===== src/rtl/addr_mux_pkg.sv =====
package addr_mux_pkg;

    // Strobe phase as seen at one clock edge (current vs previous sample)
    typedef enum logic [1:0] {
        PH_LOW  = 2'b00,
        PH_RISE = 2'b01,
        PH_HIGH = 2'b11,
        PH_FALL = 2'b10
    } strobe_phase_e;

    // Decision taken on the upper-bit latch at one edge
    typedef struct packed {
        logic load;
        logic reject;
    } hi_action_t;

    function automatic strobe_phase_e classify(input logic now_s, input logic prev_s);
        strobe_phase_e ph;
        case ({prev_s, now_s})
            2'b00:   ph = PH_LOW;
            2'b01:   ph = PH_RISE;
            2'b11:   ph = PH_HIGH;
            default: ph = PH_FALL;
        endcase
        return ph;
    endfunction

endpackage


===== src/rtl/hi_capture.sv =====
module hi_capture
    import addr_mux_pkg::*;
#(
    parameter int HI_W     = 3,
    parameter int MIN_HIGH = 13
) (
    input  logic            clk,
    input  logic            rst,
    input  logic            sel,
    input  logic [HI_W-1:0] hi_in,
    output logic [HI_W-1:0] hi_bits,
    output logic            hold_err
);
    localparam int CW = $clog2(MIN_HIGH + 1);
    localparam logic [CW-1:0] CNT_MAX = CW'(MIN_HIGH);

    logic            sel_q;
    logic [CW-1:0]   high_cnt;
    logic [HI_W-1:0] shadow;
    strobe_phase_e   phase;
    hi_action_t      act;

    always_comb begin
        phase      = classify(sel, sel_q);
        act.load   = (phase == PH_FALL) && (high_cnt == CNT_MAX);
        act.reject = (phase == PH_FALL) && (high_cnt != CNT_MAX);
    end

    always_ff @(posedge clk) begin
        if (rst) begin
            sel_q    <= 1'b0;
            high_cnt <= '0;
            shadow   <= '0;
            hi_bits  <= '0;
            hold_err <= 1'b0;
        end else begin
            sel_q <= sel;
            if (sel) begin
                shadow <= hi_in;
                if (high_cnt != CNT_MAX)
                    high_cnt <= high_cnt + 1'b1;
            end else begin
                high_cnt <= '0;
            end
            if (act.load)
                hi_bits <= shadow;
            if (act.reject)
                hold_err <= 1'b1;
        end
    end

endmodule


===== src/rtl/settle_tracker.sv =====
module settle_tracker #(
    parameter int PORT_W = 8,
    parameter int SETTLE = 13
) (
    input  logic              clk,
    input  logic              rst,
    input  logic              sel,
    input  logic [PORT_W-1:0] port_in,
    output logic [PORT_W-1:0] lo_byte,
    output logic              settled
);
    localparam int CW = $clog2(SETTLE + 1);
    localparam logic [CW-1:0] RUN_MAX = CW'(SETTLE);

    logic          sel_q;
    logic [CW-1:0] run_cnt;
    logic          restart;

    assign restart = sel_q || (port_in != lo_byte);
    assign settled = (run_cnt == RUN_MAX);

    always_ff @(posedge clk) begin
        if (rst) begin
            sel_q   <= 1'b0;
            lo_byte <= '0;
            run_cnt <= '0;
        end else begin
            sel_q   <= sel;
            lo_byte <= port_in;
            if (sel)
                run_cnt <= '0;
            else if (restart)
                run_cnt <= CW'(1);
            else if (run_cnt != RUN_MAX)
                run_cnt <= run_cnt + 1'b1;
        end
    end

endmodule


===== src/rtl/addr_mux_latch.sv =====
module addr_mux_latch #(
    parameter int PORT_W   = 8,
    parameter int ADDR_W   = 11,
    parameter int MIN_HIGH = 13,
    parameter int SETTLE   = 13
) (
    input  logic              clk,
    input  logic              rst,
    input  logic              sel,
    input  logic [PORT_W-1:0] port_in,
    output logic [ADDR_W-1:0] addr_out,
    output logic              addr_valid,
    output logic              hold_err
);
    localparam int HI_W = ADDR_W - PORT_W;

    logic [HI_W-1:0]   hi_bits;
    logic [PORT_W-1:0] lo_byte;

    hi_capture #(.HI_W(HI_W), .MIN_HIGH(MIN_HIGH)) u_hi (
        .clk      (clk),
        .rst      (rst),
        .sel      (sel),
        .hi_in    (port_in[HI_W-1:0]),
        .hi_bits  (hi_bits),
        .hold_err (hold_err)
    );

    settle_tracker #(.PORT_W(PORT_W), .SETTLE(SETTLE)) u_lo (
        .clk     (clk),
        .rst     (rst),
        .sel     (sel),
        .port_in (port_in),
        .lo_byte (lo_byte),
        .settled (addr_valid)
    );

    assign addr_out = {hi_bits, lo_byte};

endmodule


===== config.mk =====
export PLATFORM = sky130hd
export DESIGN_NAME = addr_mux_latch
export DESIGN_NICKNAME = d
export VERILOG_FILES = /design/src/rtl/addr_mux_pkg.sv /design/src/rtl/hi_capture.sv /design/src/rtl/settle_tracker.sv /design/src/rtl/addr_mux_latch.sv
export SDC_FILE = /design/constraint.sdc
export NUM_CORES = 1
export LEC_CHECK = 0
export BUFFER_PORTS_ARGS = -buffer_cell sky130_fd_sc_hd__buf_2
export CAP_MARGIN = 15
export CORE_MARGIN = 2
export CORE_UTILIZATION = 40
export DETAILED_ROUTE_END_ITERATION = 7
export MAX_ROUTING_LAYER = met4
export SYNTH_ARGS = -nofsm -noshare
export SYNTH_HDL_FRONTEND = slang
export SYNTH_SLANG_ARGS = --single-unit

===== constraint.sdc =====
create_clock -name clk -period 1.5 [get_ports clk]
set_input_delay 0 -clock clk [delete_from_list [all_inputs] [get_ports clk]]
set_output_delay 0 -clock clk [all_outputs]
set_load 0.005 [all_outputs]

## Word level (Yosys, flattened, before mapping)

Cells that the tools add are included.

- Add/subtract/negate cells: 2
- Multiply operators: 0
- Div/mod/pow operators: 0
- Order comparisons: 0
- Eq/ne operators: 8
- Shifts and indexed selects: 0
- Mux-type cells: 3
- Bitwise gates (word level): 1
- Reductions and logical operators: 8

Operators with widths:

| operator | count |
|---|---|
| $add A4 B1 Y4 const B | 2 |
| $eq A4 B4 Y1 const B | 2 |
| $ne A4 B4 Y1 const B | 2 |
| $ne A8 B8 Y1 | 1 |
| $pmux W2 S3 | 1 |
| $eq A2 B2 Y1 const B | 2 |
| $reduce_or A2 Y1 | 2 |
| $reduce_or A3 Y1 | 1 |
| $eq A2 B1 Y1 const B | 1 |
| $logic_and A1 B1 Y1 | 2 |
| $logic_not A2 Y1 | 1 |
| $mux W1 | 2 |
| $reduce_bool A2 Y1 | 1 |
| $logic_or A1 B1 Y1 | 1 |
| $not A1 Y1 | 1 |

- Flip-flop bits (word level): 24
- Bits in latches: 0
- Memory bits (writable): 0
- Bits in read-only memories: 0
- Bits of input ports: 11
- Memories: 0

## Depth between registers and ports, before layout

Gate-level depths: netlist (run 1).

- Depth after elaboration: 4
- Gate-level depth with buffers: 6
- Depth with buffers taken out: 6

## Cells and area by module

A second synthesis (run 1) with hierarchy kept.

- Cells, all modules: 105
- Area total of the unflattened synthesis: 1,091.0 µm²

Modules (own cells, without submodules):

| module | instances | cells each | area each (µm²) |
|---|---|---|---|
| settle_tracker | 1 | 56 | 560.5 |
| hi_capture | 1 | 49 | 530.5 |

## Least setup slack after synthesis (run 1)

OpenSTA, ideal clock, no wires.

- Path type: register to register
- Start: reg u_hi.high_cnt[0]
- End: reg u_hi.hi_bits[0]
- Library setup time: 0.128 ns
- Arrival: 1.228 ns
- Slack: 0.145 ns
- Cell stages (with the launch flop): 6
- Period minus slack after synthesis: 1.355 ns
- Cell sequence: dfxtp_1 > ha_1 > nand3_2 > nor3b_4 > mux2i_1 > nor2_1

- Longest elaborated chain between the ends: 2

Ends and longest elaborated chain:

| element | RTL line | RTL |
|---|---|---|
| start, declared | hi_capture.sv:18 | `logic [CW-1:0] high_cnt;` |
| start signal, assigned | hi_capture.sv:41 | `high_cnt <= high_cnt + 1'b1;` |
| $eq A4 B4 Y1 | hi_capture.sv:25 | `act.load = (phase == PH_FALL) && (high_cnt == CNT_MAX);` |
| $logic_and A1 B1 Y1 | hi_capture.sv:25 |  |
| end signal, assigned | hi_capture.sv:46 | `hi_bits <= shadow;` |
| end, declared | hi_capture.sv:11 | `output logic [HI_W-1:0] hi_bits,` |

No other way between the ends.
A chain may end at the register's enable or synchronous reset.

## Worst setup path after layout (run 1)

- Start: reg u_lo.run_cnt[1]
- End: out addr_valid

- Longest elaborated chain between the ends: 1

Ends and longest elaborated chain:

| element | RTL line | RTL |
|---|---|---|
| start, declared | settle_tracker.sv:16 | `logic [CW-1:0] run_cnt;` |
| start signal, assigned | settle_tracker.sv:35 | `run_cnt <= run_cnt + 1'b1;` |
| $eq A4 B4 Y1 | settle_tracker.sv:20 | `assign settled = (run_cnt == RUN_MAX);` |
| end, declared | addr_mux_latch.sv:12 | `output logic addr_valid,` |

No other way between the ends.

==> results.md, run 1 <==
* WL final at 1860 um
* Share of async-settable or async-resettable flops after synthesis at 0
* Minimum clock period after layout at 1370 ps
* Multi-input logic area at 473 um2
* Detailed-route vias per instance at ~4.7
* Leading cell type in the layout, fill and taps excluded: sky130_fd_sc_hd__buf_2
* Transition at the pin with the smallest max-transition slack at 317 ps
* Count of boundary I/O pins at 24
* Cell count after placement at 150
* Most common flop cell mapped by yosys: sky130_fd_sc_hd__dfxtp_1
* Startpoint type of the worst setup path: register
* Post-Syn Area per Cell at 10.0 um2
* Max Clock Freq at 0.730 GHz
* Register bit count reported by yosys at 24
* Number of instances in the synthesized netlist at 98
* Antenna Violating Nets Remaining at 0
* Cell type contributing the most total cell area after synthesis: sky130_fd_sc_hd__dfxtp_1
* Number of warnings issued by yosys at 0
* GPL Wtd Cong at 0.686
* Final hold violation count at 0
* Footprint of the flip-flops and latches at 483 um2
* Maximum capacitance violations at 0
* Vias in the first global route at 720
* Cell chain of the critical path: inv_1 > ha_1 > nand3_1 > buf_4 > inv_1 > buf_2
* Post-CTS setup-driven buffer insertion count at 0
* Clock tree buffer depth at 2
* Overflow after GRT at 0
* Cell Pwr Density at ~990 nW/um2
* Final period utilization at 0.913
* Die Outline Area at approximately 2900 um2
* Number of standard cells in the final layout excluding fillers at 162
* Register area share after synthesis at 0.490
* Antenna cell count at 0
* Fraction of layout cells with a size suffix above 1 at 0.269
* Data arrival at the endpoint of the critical path at 1370 ps
* Synth top area share at 0.490
* Clock latency reported for the late side of the worst-skew pair at 320 ps
* Layout Nets at 150
* Maximum number of pins on one net before global-route repair at 18
* Worst endpoint required time at 1500 ps
* CTS tree: built
* Antenna violations before repair at 0
* Commonest cells after routing, fill and taps aside: sky130_fd_sc_hd__buf_2, sky130_fd_sc_hd__dfxtp_1, sky130_fd_sc_hd__nor2_1, sky130_fd_sc_hd__xor2_1
* Detailed Place HPWL at 1330 um
* Number of distinct library cells after synthesis at 25
* Wire per inst at between 10 and 15 um
* Number of flops mapped to enable cells by yosys at 0
* Total negative setup slack at 0 ps
* Buffers & Inverters on Critical Path at 4
* Total placed instance area at 1140 um2
* Wire length of the first global-routing pass at around 3100 um
* Path category of the worst min-delay check: in2reg
* Most prevalent standard cell on the critical path: sky130_fd_sc_hd__inv_1
* Result of the run: finished clean
* Filler cell count in the final layout at 204
* TritonRoute pass-1 iters at 4
* Slew margin rel. at 0.789
* Max stage delay on crit path at 390 ps
* Cell with the biggest individual delay on the critical path: sky130_fd_sc_hd__dfxtp_2
* Effective utilization at floorplan at 0.431
* Number of nets in the synthesized netlist at 113
* Post-route DRC at 0
* Critical path start-end classification: reg2out
* Clock transition at path regs at 140 ps
* Synthesized cell area at 981 um2
* H-Tree Level Count at 1
* Layout Cell Area excl Fill at 1280 um2
* Kind of end point of the critical path: primary output
* Worst Skew at 8.07 ps
* Std-Cell Rows at 17
* Placeable core area at 2280 um2
* Endpoints failing setup at 0
* Clock Sink Count at 24
* Vertical extent of the die at 53.5 um
* Overall global routing resource usage at 0.157
* Buffer type at the clock tree root: sky130_fd_sc_hd__clkbuf_4
* Die W at 53.5 um
* Number of buffers added on ports at 23
* Maximum fanout count along the critical path at 5
* Area Growth Syn to Fin at 30.5%
* Setup repair after global routing missed its margin: no
* Worst IR Drop VDD at 619 uV
* Largest delay contributor family on the critical path: flip-flops
* CTS buffer count at 3
* Via count at roughly 770
* Largest cells by area after synthesis: sky130_fd_sc_hd__dfxtp_1, sky130_fd_sc_hd__xor2_1, sky130_fd_sc_hd__mux2i_1
* Total count of max-transition violations in the final report at 0
* Number of DRC violations after detailed-routing iteration 0 at 10
* Leakage dissipation at a little under 0.6 nW
==> cell type report <==
| class | instances | area share |
|---|---|---|
| multi-input combinational | 67 | 0.370 |
| timing repair buffer | 34 | 0.170 |
| tap | 28 | 0.0274 |
| clock buffer | 3 | 0.0176 |
| inverter | 5 | 0.0147 |
| clock inverter | 1 | 0.0235 |
| sequential | 24 | 0.377 |
==> logic make-up after synthesis <==
kind of cell,after synthesis,synth area share
xor+xnor,11,0.0982
simple gates,39,0.223
fa+ha+maj,4,0.0510
buf+inv,7,0.0281
flops,24,0.490
mux,6,0.0612
compound gates,7,0.0485
==> cells in the mapped netlist, types with 3 or more instances <==
master / count
sky130_fd_sc_hd__dfxtp_1: 24
sky130_fd_sc_hd__xor2_1: 9
sky130_fd_sc_hd__nor2_1: 14
sky130_fd_sc_hd__nand3_1: 4
sky130_fd_sc_hd__ha_1: 4
sky130_fd_sc_hd__nor2b_1: 8
sky130_fd_sc_hd__mux2i_1: 6
sky130_fd_sc_hd__nor3_1: 3
sky130_fd_sc_hd__inv_1: 5
==> layer usage <==
layer  track usage  wire, um
met1         0.191       913
met2         0.245       858
met3        0.0254        57
met4        0.0897        32
met5             -         0
==> registers in the layout, summed over array words and instances (netlist names) <==
name           flops
u_hi.hi_bits       3
u_hi.high_cnt      4
u_hi.hold_err      1
u_hi.sel_q         1
u_hi.shadow        3
u_lo.lo_byte       8
u_lo.run_cnt       4
==> stage by stage <==
| step | hold WS, ps | util | total power, W | worst slack [ps] |
|---|---|---|---|---|
| 6_report | 37.8 | 0.562 | 0.00127 | 130 |
| 5_1_grt | 37.1 | 0.562 | 0.00132 | 10.4 |
| 4_1_cts | 28.3 | 0.561 | 0.00129 | 27.7 |
| 3_5_place_dp | 245 | 0.503 | 0.000795 | 135 |
| 3_3_place_gp | 234 | 0.503 | 0.000792 | 191 |
| 2_1_floorplan | 71.6 | - | 0.000748 | 145 |
==> final timing paths <==
path / from / depth (start not counted) / slack, ps / to
max: u_lo.run_cnt[1]$_SDFFE_PP0N_ / 6 / 130 / addr_valid
min: rst / 2 / 40 / u_hi.shadow[1]$_SDFFE_PP0P_
max reg2reg: u_lo.lo_byte[3]$_SDFF_PP0_ / 4 / 130 / u_lo.run_cnt[1]$_SDFFE_PP0N_
min reg2reg: u_hi.hold_err$_SDFFE_PP0P_ / 2 / 480 / u_hi.hold_err$_SDFFE_PP0P_
==> repair_timing <==
action,4_1_cts,5_1_grt
hold buffers,8,0
endpoints found under the setup margin,0,2
resized for setup,0,2
hold endpoints to repair,11,0
==> power by group <==
group / leakage, nW / internal (W) / switching (W)
registers: 0.198 / 0.000661 / 0.0000156
clock network: 0.0279 / 0.000270 / 0.000203
logic: 0.353 / 0.0000639 / 0.0000546
==> worst register-to-register path: stages, from the launching register on <==
cell	delay, ps
sky130_fd_sc_hd__dfxtp_1	340
sky130_fd_sc_hd__xor2_1	180
sky130_fd_sc_hd__nor4_2	320
sky130_fd_sc_hd__nand4_1	240
sky130_fd_sc_hd__a211oi_2	230
No activity file was read; power rests on OpenSTA's default activity.
==> run 2: changes to the inputs <==
- CORE_ASPECT_RATIO: default -> 1.2
==> run 2 against run 1 <==
Utilization down 0.52 points. Clock power decreased by 28%. Die area is essentially flat. Sequential power about the same. Clock skew is 1.8 ps lower. Cell count rose by 1.9%. Sequential share of layout area about the same. Critical path type is now reg2reg. Largest power group unchanged. Highest routed layer unchanged.
==> results.md, run 2 (same netlist as run 1, synthesis figures left out) <==
* Total routed wire length on the met1 layer at 904 um
* Maximum fanout count along the critical path at 4
* Total count of max-transition violations in the final report at 0
* Antenna violations before repair at 0
* Cell chain of the critical path: inv_1 > ha_1 > nand3_2 > nor3b_4 > mux2i_1 > nor2_1
* Overall global routing resource usage at 0.156
* Buffer type at the clock tree root: sky130_fd_sc_hd__clkbuf_4
* Startpoint type of the worst setup path: register
* Biggest register: u_lo.lo_byte
* Final hold violation count at 0
* Detailed-route vias per instance at 4.62
* Placeable core area at 2310 um2
* Post-route DRC at 0
* Setup repair after global routing missed its margin: no
* Layout Nets at 150
* Uppermost routed layer: met4
* Transition at the pin with the smallest max-transition slack at 315 ps
* Max Clock Freq at 0.721 GHz
* Critical path start-end classification: reg2reg
* Wire per inst at 11.3 um
* Overflow after GRT at 0
* Filler cell count in the final layout at around 230
* Count of boundary I/O pins at 24
* Result of the run: finished clean
* Met2 wire len at 901 um
* H-Tree Level Count at 1
* Endpoints failing setup at 0
* Area Growth Syn to Fin at 31.0%
* Antenna cell count at 0
* Vias in the first global route at 815
* Slew margin rel. at 0.790
* Total negative setup slack at 0 ps
* Max reg flops at 8
* Startpoint of the worst setup timing path: u_hi.high_cnt[1]$_SDFFE_PP0P_
* Clock transition at path regs at ~130 ps
* GPL Wtd Cong at approximately 0.76
* Largest delay contributor family on the critical path: simple AND/OR/NAND/NOR gates
* Die Outline Area at 2870 um2
* Length of routed met3 wiring at roughly 50 um
* Largest registers in the final layout: u_lo.lo_byte: 8 flops, u_hi.high_cnt: 4 flops, u_lo.run_cnt: 4 flops
* Minimum clock period after layout at 1390 ps
* Std-Cell Rows at 19
* Clock Sink Count at 24
* Worst endpoint required time at 1700 ps
* Leading cell type in the layout, fill and taps excluded: sky130_fd_sc_hd__buf_2
* Commonest cells after routing, fill and taps aside: sky130_fd_sc_hd__buf_2, sky130_fd_sc_hd__dfxtp_1, sky130_fd_sc_hd__nor2_1
* Cell with the biggest individual delay on the critical path: sky130_fd_sc_hd__dfxtp_1
* Clock tree buffer depth at 2
* Source of the worst hold timing path: rst
* Kind of end point of the critical path: register
* Maximum capacitance violations at 0
* TritonRoute pass-1 iters at 4
* Antenna Violating Nets Remaining at 0
* Number of buffers added on ports at 23
* Via count at 762
* Fraction of layout cells with a size suffix above 1 at 0.284
* Final period utilization at 0.925
* CTS buffer count at 3
* CTS tree: built
* Data arrival at the endpoint of the critical path at approximately 1600 ps
* Buffers & Inverters on Critical Path at 1
* Vertical extent of the die at 58.2 um
* Utilization after layout at 0.557
* Effective utilization at floorplan at 0.425
* Number of DRC violations after detailed-routing iteration 0 at 14
* Leakage dissipation at about 0.57 nW
* Worst Skew at around 6.3 ps
* WL final at 1870 um
* Maximum number of pins on one net before global-route repair at 18
* Detailed Place HPWL at ~1400 um
* Path category of the worst min-delay check: in2reg
* Max stage delay on crit path at 360 ps
* Worst IR Drop VDD at around 560 uV
* Clock latency reported for the late side of the worst-skew pair at about 310 ps
* Wire length of the first global-routing pass at 3310 um
* Die W at 49.2 um
* Cell Pwr Density at 889 nW/um2
* Reg-to-Reg Start: u_hi.high_cnt[1]$_SDFFE_PP0P_
[run 2: cell types whose count changed in the layout (fill, tap and decap cells not counted)]
cell / change
sky130_fd_sc_hd__dfxtp_2: +1
sky130_fd_sc_hd__nor4_4: +1
sky130_fd_sc_hd__nor4_2: -1
sky130_fd_sc_hd__xor2_1: -1
sky130_fd_sc_hd__clkbuf_8: +1
sky130_fd_sc_hd__xor2_2: +1
sky130_fd_sc_hd__dfxtp_1: -1
sky130_fd_sc_hd__bufinv_16: -1
[run 2: layout make-up]
class                      instances  area [um2]  share of cell area
inverter                           5        18.8              0.0146
timing repair buffer              34         218               0.169
tap                               31        38.8              0.0302
multi-input combinational         67         489               0.381
sequential                        24         484               0.377
clock buffer                       4        36.3              0.0282
[run 2: final timing paths]
check	slack, ps	depth (start not counted)	end
setup / recovery	110	6	u_hi.hi_bits[0]$_SDFFE_PP0P_
hold / removal	50	2	u_hi.hold_err$_SDFFE_PP0P_
setup reg to reg	110	6	u_hi.hi_bits[0]$_SDFFE_PP0P_
hold reg to reg	480	2	u_hi.hold_err$_SDFFE_PP0P_
[run 2: routing by layer]
layer / up-vias / track usage
met1: 352 / 0.175
met2: 11 / 0.266
met4: 0 / 0.0735
li1: 397 / -
met5: - / -
met3: 2 / 0.0309
[run 2: where the power goes]
| group | internal, W | leakage (nW) | switching (W) |
|---|---|---|---|
| clock | 0.000148 | 0.0210 | 0.000191 |
| combinational | 0.0000662 | 0.355 | 0.0000592 |
| sequential | 0.000661 | 0.198 | 0.0000162 |
| total | 0.000876 | 0.574 | 0.000266 |
[run 2: per-stage QoR]
step / instance area (um2) / power, W / cells / hold WS, ps / worst slack, ps
after global routing: 1280 / 0.00119 / 165 / 40.7 / 26.0
after CTS: 1260 / 0.00114 / 165 / 45.1 / 60.8
final: 1280 / 0.00114 / 165 / 45.3 / 113
after global placement: 1150 / 0.000792 / 153 / 236 / 145
after detailed placement: 1150 / 0.000795 / 153 / 242 / 77.8
after floorplan: 981 / 0.000748 / 98 / 71.6 / 145
[run 2: what timing repair did]
item / in CTS / in global routing
setup buffers: 0 / 0
setup endpoints to repair: 0 / 5
resized for setup: 0 / 5
hold endpoints to repair: 11 / 0
hold buffers: 8 / 0
